## src/rtl/hint_pkg.sv

```systemverilog
package hint_pkg;
  typedef enum logic [2:0] {
    A_MASK  = 3'd0,
    A_MSET  = 3'd1,
    A_MCLR  = 3'd2,
    A_STAT  = 3'd3,
    A_STATC = 3'd4,
    A_ACK   = 3'd5,
    A_CFG   = 3'd6
  } hint_addr_e;

  localparam int CFG_EN_BIT  = 0;
  localparam int CFG_LOW_BIT = 1;
  localparam int CFG_W       = 2;
endpackage

```

## src/rtl/hint_mask.sv

```systemverilog
module hint_mask #(
  parameter int          DW   = 32,
  parameter logic [DW-1:0] IMPL = '1,
  parameter logic [DW-1:0] RSTV = '0
) (
  input  logic          clk,
  input  logic          rst_n,
  input  logic          wr_full,
  input  logic          wr_set,
  input  logic          wr_clr,
  input  logic [DW-1:0] wdata,
  output logic [DW-1:0] mask
);
  logic [DW-1:0] mask_q;

  always_ff @(posedge clk) begin
    if (!rst_n)       mask_q <= RSTV & IMPL;
    else if (wr_full) mask_q <= wdata & IMPL;
    else if (wr_set)  mask_q <= mask_q | (wdata & IMPL);
    else if (wr_clr)  mask_q <= mask_q & ~wdata;
  end

  assign mask = mask_q;

  // set port leaves every written one set
  p_set_sticks_r4: assert property (@(posedge clk) disable iff (!rst_n)
    wr_set |=> ((mask & $past(wdata & IMPL)) == $past(wdata & IMPL)));
  // zero bits of a set write keep their value
  p_set_keeps_r4: assert property (@(posedge clk) disable iff (!rst_n)
    wr_set |=> ((mask & ~$past(wdata)) == ($past(mask) & ~$past(wdata))));
  // clear port empties every written one
  p_clr_empties_r5: assert property (@(posedge clk) disable iff (!rst_n)
    wr_clr |=> ((mask & $past(wdata)) == '0));
endmodule

```

## src/rtl/hint_status.sv

```systemverilog
module hint_status #(
  parameter int            DW   = 32,
  parameter logic [DW-1:0] IMPL = '1
) (
  input  logic          clk,
  input  logic          rst_n,
  input  logic [DW-1:0] src,
  input  logic          ack_we,
  input  logic [DW-1:0] ack_data,
  input  logic          cor_rd,
  output logic [DW-1:0] status
);
  logic [DW-1:0] clr_vec;
  logic [DW-1:0] stat_q;

  assign clr_vec = (ack_we ? ack_data : '0) | (cor_rd ? '1 : '0);

  for (genvar i = 0; i < DW; i++) begin : g_bit
    if (IMPL[i]) begin : g_live
      always_ff @(posedge clk) begin
        if (!rst_n)      stat_q[i] <= 1'b0;
        else if (src[i]) stat_q[i] <= 1'b1;
        else if (clr_vec[i]) stat_q[i] <= 1'b0;
      end
    end else begin : g_rsvd
      assign stat_q[i] = 1'b0;
    end
  end

  assign status = stat_q;

  // every implemented pulse is held after the edge, clear or not
  p_pulse_wins_r9: assert property (@(posedge clk) disable iff (!rst_n)
    (|(src & IMPL)) |=> ((status & $past(src & IMPL)) == $past(src & IMPL)));
  // read of the clearing view without a pulse empties status
  p_cor_empties_r7: assert property (@(posedge clk) disable iff (!rst_n)
    (cor_rd && !(|src)) |=> (status == '0));
  // acknowledged bits drop when no pulse arrives
  p_ack_drops_r8: assert property (@(posedge clk) disable iff (!rst_n)
    (ack_we && !(|src)) |=> ((status & $past(ack_data)) == '0));
  // with no pulse and no clear, status holds
  p_hold_r6: assert property (@(posedge clk) disable iff (!rst_n)
    (!(|src) && !ack_we && !cor_rd) |=> $stable(status));
endmodule

```

## src/rtl/hint_line.sv

```systemverilog
module hint_line #(
  parameter int DW = 32
) (
  input  logic          clk,
  input  logic          rst_n,
  input  logic [DW-1:0] status,
  input  logic [DW-1:0] mask,
  input  logic          en,
  input  logic          act_low,
  output logic          line
);
  logic live;
  logic line_q;

  assign live = en & (|(status & ~mask));

  always_ff @(posedge clk) begin
    if (!rst_n) line_q <= 1'b0;
    else        line_q <= live ^ act_low;
  end

  assign line = line_q;

  // nothing unmasked pending, active high -> line low next cycle
  p_quiet_line_r10: assert property (@(posedge clk) disable iff (!rst_n)
    (((status & ~mask) == '0) && !act_low) |=> !line);
  // disabled and active low -> line parked high next cycle
  p_parked_low_r10: assert property (@(posedge clk) disable iff (!rst_n)
    (!en && act_low) |=> line);
endmodule

```

## src/rtl/hint_regbank.sv

```systemverilog
module hint_regbank
  import hint_pkg::*;
#(
  parameter int            DW       = 32,
  parameter int            AW       = 3,
  parameter logic [DW-1:0] SRC_IMPL = 32'h0003_47FF,
  parameter logic [DW-1:0] MASK_RST = 32'h0000_0001
) (
  input  logic          clk,
  input  logic          rst_n,
  input  logic [DW-1:0] src_pulse,
  input  logic [AW-1:0] reg_addr,
  input  logic          reg_wr,
  input  logic          reg_rd,
  input  logic [DW-1:0] reg_wdata,
  output logic [DW-1:0] reg_rdata,
  output logic          host_irq
);
  localparam int PAD_W = DW - CFG_W;

  logic [DW-1:0]    mask;
  logic [DW-1:0]    status;
  logic [CFG_W-1:0] cfg_q;
  logic [DW-1:0]    rd_mux;
  logic [DW-1:0]    rdata_q;

  logic wr_full, wr_set, wr_clr, ack_we, cor_rd, cfg_we;

  assign wr_full = reg_wr && (reg_addr == A_MASK);
  assign wr_set  = reg_wr && (reg_addr == A_MSET);
  assign wr_clr  = reg_wr && (reg_addr == A_MCLR);
  assign ack_we  = reg_wr && (reg_addr == A_ACK);
  assign cfg_we  = reg_wr && (reg_addr == A_CFG);
  assign cor_rd  = reg_rd && (reg_addr == A_STATC);

  hint_mask #(.DW(DW), .IMPL(SRC_IMPL), .RSTV(MASK_RST)) u_mask (
    .clk(clk), .rst_n(rst_n), .wr_full(wr_full), .wr_set(wr_set),
    .wr_clr(wr_clr), .wdata(reg_wdata), .mask(mask)
  );

  hint_status #(.DW(DW), .IMPL(SRC_IMPL)) u_status (
    .clk(clk), .rst_n(rst_n), .src(src_pulse), .ack_we(ack_we),
    .ack_data(reg_wdata), .cor_rd(cor_rd), .status(status)
  );

  hint_line #(.DW(DW)) u_line (
    .clk(clk), .rst_n(rst_n), .status(status), .mask(mask),
    .en(cfg_q[CFG_EN_BIT]), .act_low(cfg_q[CFG_LOW_BIT]), .line(host_irq)
  );

  always_ff @(posedge clk) begin
    if (!rst_n)      cfg_q <= '0;
    else if (cfg_we) cfg_q <= reg_wdata[CFG_W-1:0];
  end

  always_comb begin
    rd_mux = '0;
    case (reg_addr)
      A_MASK:  rd_mux = mask;
      A_STAT:  rd_mux = status;
      A_STATC: rd_mux = status;
      A_CFG:   rd_mux = {{PAD_W{1'b0}}, cfg_q};
      default: rd_mux = '0;
    endcase
  end

  always_ff @(posedge clk) begin
    if (!rst_n)      rdata_q <= '0;
    else if (reg_rd) rdata_q <= rd_mux;
  end

  assign reg_rdata = rdata_q;

  // reserved bits never show on the read port
  p_rsvd_zero_r2: assert property (@(posedge clk) disable iff (!rst_n)
    ((reg_rdata & ~SRC_IMPL) == '0) || ($past(reg_addr) == A_CFG));
  // read data holds when no read strobe
  p_rdata_hold_r11: assert property (@(posedge clk) disable iff (!rst_n)
    !reg_rd |=> $stable(reg_rdata));
  // status read returns what the status held
  p_nd_read_r6: assert property (@(posedge clk) disable iff (!rst_n)
    (reg_rd && reg_addr == A_STAT) |=> (reg_rdata == $past(status)));
endmodule

```

## config.mk

```make
export PLATFORM = sky130hd
export DESIGN_NAME = hint_regbank
export DESIGN_NICKNAME = d
export VERILOG_FILES = /design/src/rtl/hint_pkg.sv /design/src/rtl/hint_mask.sv /design/src/rtl/hint_status.sv /design/src/rtl/hint_line.sv /design/src/rtl/hint_regbank.sv
export SDC_FILE = /design/constraint.sdc
export NUM_CORES = 1
export LEC_CHECK = 0
export BUFFER_PORTS_ARGS = -buffer_cell sky130_fd_sc_hd__buf_2
export CORE_UTILIZATION = 49
export CTS_CLUSTER_SIZE = 24
export DETAILED_ROUTE_END_ITERATION = 16
export GPL_ROUTABILITY_DRIVEN = 0
export HOLD_SLACK_MARGIN = 0.1
export PLACE_DENSITY = 0.87
export SYNTH_ARGS = -nofsm -noshare
export SYNTH_HDL_FRONTEND = slang
export SYNTH_HIERARCHICAL = 1
export SYNTH_SLANG_ARGS = --single-unit
```

## constraint.sdc

```tcl
create_clock -name clk -period 1.89 [get_ports clk]
set_input_delay 0.378 -clock clk [delete_from_list [all_inputs] [get_ports clk]]
set_output_delay 0.378 -clock clk [all_outputs]
set_load 0.005 [all_outputs]
```

# Yosys cells after proc, flatten, opt, wreduce, memory -nomap -nowiden
# Cells that the tools add are included.
[op_classes] add_sub_neg=0 n_mul=0 div=0 magnitude_cmp=0 eq_ne=6 shifts=0 n_mux=34 bitwise=9 n_reduce_logical=26
[op_table] op="$pmux 32 s3" n=1
[op_table] op="$mux 32" n=2
[op_table] op="$not 32->32" n=2
[op_table] op="$mux 18" n=3
[op_table] op="$and 18x32->32" n=1
[op_table] op="$and 32x32->32" n=1
[op_table] op="$or 32x18->32" n=1
[op_table] op="$reduce_or 32->1" n=1
[op_table] op="$reduce_bool 2->1" n=15
[op_table] op="$mux 1" n=28
[op_table] op="$or 18x18->18" n=1
[op_table] op="$eq 3x3->1 const B" n=3
[op_table] op="$eq 3x2->1 const B" n=2
[op_table] op="$logic_and 1x1->1" n=6
[op_table] op="$reduce_or 2->1" n=2
[op_table] op="$eq 3x1->1 const B" n=1
[op_table] op="$logic_not 3->1" n=1
[op_table] op="$reduce_bool 3->1" n=1
[op_table] op="$and 1x1->1" n=1
[op_table] op="$not 1->1" n=1
[op_table] op="$xor 1x1->1" n=1
[word_totals] regBits=81 latchBits=0 ram_bits=0 romBits=0 inputBits=71 output_inout_bits=33 word_cells=94 n_memories=0

# Longest topological paths before layout
[logic_depth] ltp_word=6 depth_mapped=9

# Cells and area by module
# The synthesis kept the hierarchy.
[modules_own_cells] module="hint_regbank" n_inst=1 cells_per_inst=202 area_per_inst_um2=1939.4 seq_area_each_um2=680.7
[modules_own_cells] module="hint_mask" n_inst=1 cells_per_inst=136 area_per_inst_um2=1263.7 seq_area_each_um2=640.6
[modules_own_cells] module="hint_status" n_inst=1 cells_per_inst=78 area_per_inst_um2=759.5 seq_area_each_um2=280.3
[modules_own_cells] module="hint_line" n_inst=1 cells_per_inst=53 area_per_inst_um2=304.0 seq_area_each_um2=20.0

# Worst setup path before layout
# Ideal clock, no wire load.
[synth_path] kind="input-to-reg" start="in reg_addr[2]" end="reg u_mask.mask_q[23], in the netlist u_mask/mask[23]" setup_time_ns=0.117 arrival_ns=1.705 t_required_ns=1.773 setup_slack_ns=0.068 cell_stages=8 path_cell_list="buf_6 buf_6 nand2b_1 nor3b_1 nor2b_1 buf_4 buf_6 a21oi_1"
[synth_between] elab_chain_len=3 word_cells_on_any_way=9
[synth_rtl] item="start: declaration" line="hint_regbank.sv:12" source="input logic [AW-1:0] reg_addr,"
[synth_rtl] item="$eq 3x2->1" line="hint_regbank.sv:31" source="assign wr_clr = reg_wr && (reg_addr == A_MCLR);"
[synth_rtl] item="$logic_and 1x1->1" line="hint_regbank.sv:31"
[synth_rtl] item="via wr_clr" line="hint_regbank.sv:27" source="logic wr_full, wr_set, wr_clr, ack_we, cor_rd, cfg_we;"
[synth_rtl] item="$reduce_bool 2->1 (no source line)"
[synth_rtl] item="end signal: assignment" line="hint_mask.sv:18" source="else if (wr_full) mask_q <= wdata & IMPL;"
[synth_rtl] item="end signal: assignment" line="hint_mask.sv:19" source="else if (wr_set) mask_q <= mask_q | (wdata & IMPL);"
[synth_rtl] item="end signal: assignment" line="hint_mask.sv:20" source="else if (wr_clr) mask_q <= mask_q & ~wdata;"
[synth_rtl] item="end: declaration" line="hint_mask.sv:14" source="logic [DW-1:0] mask_q;"
# The timed path passes the listed nets, and every way through them passes these cells.
# A chain may end at the register's enable or synchronous reset.

# Worst setup path after layout
[layout_path] start="reg u_status.stat_q[16], in the netlist u_status/status[16]" end="reg u_line.line_q, in the netlist u_line/line"
[layout_between] elab_chain_len=4
[layout_rtl] item="start: declaration" line="hint_status.sv:14" source="logic [DW-1:0] stat_q;"
[layout_rtl] item="start signal: indexed assignment" line="hint_status.sv:21" source="if (!rst_n) stat_q[i] <= 1'b0;"
[layout_rtl] item="start signal: indexed assignment" line="hint_status.sv:22" source="else if (src[i]) stat_q[i] <= 1'b1;"
[layout_rtl] item="start signal: indexed assignment" line="hint_status.sv:23" source="else if (clr_vec[i]) stat_q[i] <= 1'b0;"
[layout_rtl] item="$and 18x32->32" line="hint_line.sv:15" source="assign live = en & (|(status & ~mask));"
[layout_rtl] item="$reduce_or 32->1" line="hint_line.sv:15"
[layout_rtl] item="$and 1x1->1" line="hint_line.sv:15"
[layout_rtl] item="$xor 1x1->1" line="hint_line.sv:19" source="else line_q <= live ^ act_low;"
[layout_rtl] item="end signal: assignment" line="hint_line.sv:19"
[layout_rtl] item="end: declaration" line="hint_line.sv:13" source="logic line_q;"
# Every way passes these cells.

==> metrics.md <==
| Metric | Value |
|---|---|
| Cell variety after synth | `42` |
| Final clock skew | `0.00617 ns` |
| Iter 0 DRT Violations | `approximately 230` |
| Row count | `33` |
| Peak VDD IR | `0.442 mV` |
| Sequential cell area | `approximately 1600 um^2` |
| Hold Slack | `0.196 ns` |
| ANT nets after route | `0` |
| CORE AREA | `approximately 8300 um^2` |
| Post-Route WL | `10800 um` |
| # fillers | `737` |
| Final hold vios | `0` |
| Synth Warn # | `6` |
| Worst-case clock buffer depth | `2` |
| Post-route insts no fill | `658` |
| Post-synth EDFFs | `0` |
| Worst R2R Start | `u_status/status[16]` |
| CTS tree | `built` |
| H-tree depth | `3` |
| Yosys top cell by area | `dfxtp_1` |
| Worst skew pair latency | `between 0.3 and 0.4 ns` |
| CP Max Fanout | `4` |
| GRT overflow | `0` |
| Crit path launch type | `flop` |
| # IOs | `between 100 and 150` |
| Top-area cell type share of the netlist area | `38.0%` |
| Final nets | `slightly above 600` |
| Die W | `95.3 um` |
| Setup_tns | `0 ns` |
| # clock sinks | `81` |
| First-pass GRT wire length | `17700 um` |
| Root Buffer | `clkbuf_8` |
| DR WL/cell | `16.4 um` |
| # Max-Cap Violations | `0` |
| Met2 Use GR | `41.4%` |
| Worst Path Arrival | `around 1.7 ns` |
| Peak Freq | `729 MHz` |
| Outcome | `complete, no violations` |
| Largest net degree at the start of global routing | `50` |
| IO Port Bufs | `85` |
| Tmin final | `~1.4 ns` |
| DIE AREA | `9080 um^2` |
| Post-DP HPWL | `7770 um` |
| R2r worst-path depth | `5` |
| GRT Total Usage | `25.6%` |
| Area of the multi-input gates | `2230 um^2` |
| Vias post-DR | `approximately 3700` |
| Total CTS buffers | `9` |
| Pwr dens | `712 nW/um^2` |
| Hold depth | `2` |
| Worst flop-to-flop path endpoint | `u_line/line` |
| CP endpoint kind | `flop` |
| Starting Density | `51.2%` |
| RSZ-0062 raised after global routing | `false` |
| Placed Cells | `643` |
| Hold Crit Class | `in2reg` |
| CTS Hold Bufs | `0` |
| Final Max Tran Viols | `0` |
| Final core utilization | `approximately three fifths` |
| Total setup buffers inserted after CTS | `0` |
| Synth area leaders | `dfxtp_1 (38%), mux2_2 (6.9%), a21oi_1 (4.3%), nand2_1 (4.1%), o21ai_0 (3.8%)` |
| Worst reg-to-reg setup slack | `0.52 ns` |
| Leakage power | `between 1.5 and 2 nW` |
| Share of layout cells above drive strength 1 | `34.0%` |
| Count leader, synth | `dfxtp_1` |
| CP required | `2.17 ns` |
| Mapped Area | `4270 um^2` |
| Final setup viols | `0` |
| Vias in the first global route | `3689` |
| Area Overhead vs Synth | `14.5%` |
| CTS resizes | `0` |
| Die height | `roughly 95 um` |
| Register clock-pin slew on the reported worst setup and hold paths | `around 0.08 ns` |
| Period utilisation layout | `72.6%` |
| Drt drc | `0` |
| DRT Pass-1 Iters | `5` |
| Hold path start | `reg_wdata[20]` |
| Post-synthesis sequential area ratio | `a little under two fifths` |
| Hold Path End | `u_mask/mask[20]` |
| Gr busiest metal | `met2` |
| Synth Register Bits | `just over 80` |
| GR Util met3 | `3.91%` |
| Post-synth top cells | `dfxtp_1 (81), nand2_1 (47), a21oi_1 (37), inv_1 (35), o21ai_0 (32)` |
| Antenna Cells | `0` |
| FFs w/ async S/R, synth | `0%` |
| Syn Inst Count | `469` |
| Mapped Avg Cell Area | `9.10 um^2` |
| CP Class | `reg2reg` |
| Ys flop type | `dfxtp_1` |
| Initial antenna violation count | `0` |
| Met1 usage | `between 30% and 40%` |
| Via-to-Cell Ratio | `5.68` |
-- cell usage in the layout (no fill, tap or decap), types with 8 or more instances in the layout --
| cell type | count |
|---|---|
| a21oi_2 | 11 |
| conb_1 | 18 |
| mux2_2 | 26 |
| o21ai_0 | 32 |
| a21boi_2 | 9 |
| nand2b_1 | 14 |
| a211oi_2 | 10 |
| o22ai_1 | 8 |
| dfxtp_1 | 81 |
| a22oi_2 | 9 |
| a21oi_1 | 37 |
| buf_4 | 16 |
| buf_2 | 85 |
| o21a_1 | 14 |
| a22oi_1 | 21 |
| clkbuf_8 | 10 |
| nand2_1 | 47 |
| inv_1 | 35 |
| nand3b_1 | 14 |
-- worst max-delay path, stage by stage (launching register included) --
cell and delay, ns:
dfxtp_1 0.40, inv_1 0.07, o22ai_1 0.24, nor4_1 0.09
a31oi_1 0.28, mux2i_1 0.22
-- layout make-up --
type                            instances  share of cell area (%)
Clock inverter                          3                   0.359
Tap cell                              105                    2.69
Multi-Input combinational cell        318                    45.7
Inverter                               35                    2.69
Timing Repair Buffer                  104                    12.4
Clock buffer                           12                    2.97
Sequential cell                        81                    33.2
-- power breakdown --
part / switching, mW / internal, mW
clock network: 0.596 / 0.503
registers: 0.0510 / 1.78
logic: 0.297 / 0.249
-- per-stage QoR --
| stage | cell area, um^2 | setup WS (ns) | total power, mW |
|---|---|---|---|
| 2_1_floorplan | 4330 | 0.0680 | 2.23 |
| 3_3_place_gp | 4720 | 0.186 | 2.38 |
| 3_5_place_dp | 4720 | 0.169 | 2.40 |
| 4_1_cts | 4880 | 0.538 | 3.48 |
| 5_1_grt | 4880 | 0.456 | 3.63 |
| 6_report | 4880 | 0.518 | 3.48 |
-- layer usage --
metal	vias up	share of wire, %	wire length [um]
met4	0	2.3	253
li1	1788	-	-
met3	27	7.7	831
met2	141	47	5120
met1	1779	43	4590
met5	-	0	0
-- cell families after synthesis --
family | share of synthesized area [%]
AO/OA/AOI/OAI | 28.6
AND/OR/NAND/NOR | 12.5
buffers and inverters | 11.6
flip-flops | 38.0
multiplexers | 9.24
other | 0.0879
-- worst max-delay path by stage --
stage	startpoint	to	slack (ns)	cells past startpoint
2_1_floorplan	reg_addr[2]	u_mask/mask[23]	0.07	8
3_3_place_gp	reg_addr[2]	reg_rdata[6]	0.19	6
3_5_place_dp	reg_addr[2]	reg_rdata[6]	0.17	6
4_1_cts	u_status/status[4]	u_line/line	0.54	5
5_1_grt	reg_addr[2]	reg_rdata[5]	0.46	6
6_report	u_status/status[16]	u_line/line	0.52	5
No activity file was read; power rests on OpenSTA's default activity.
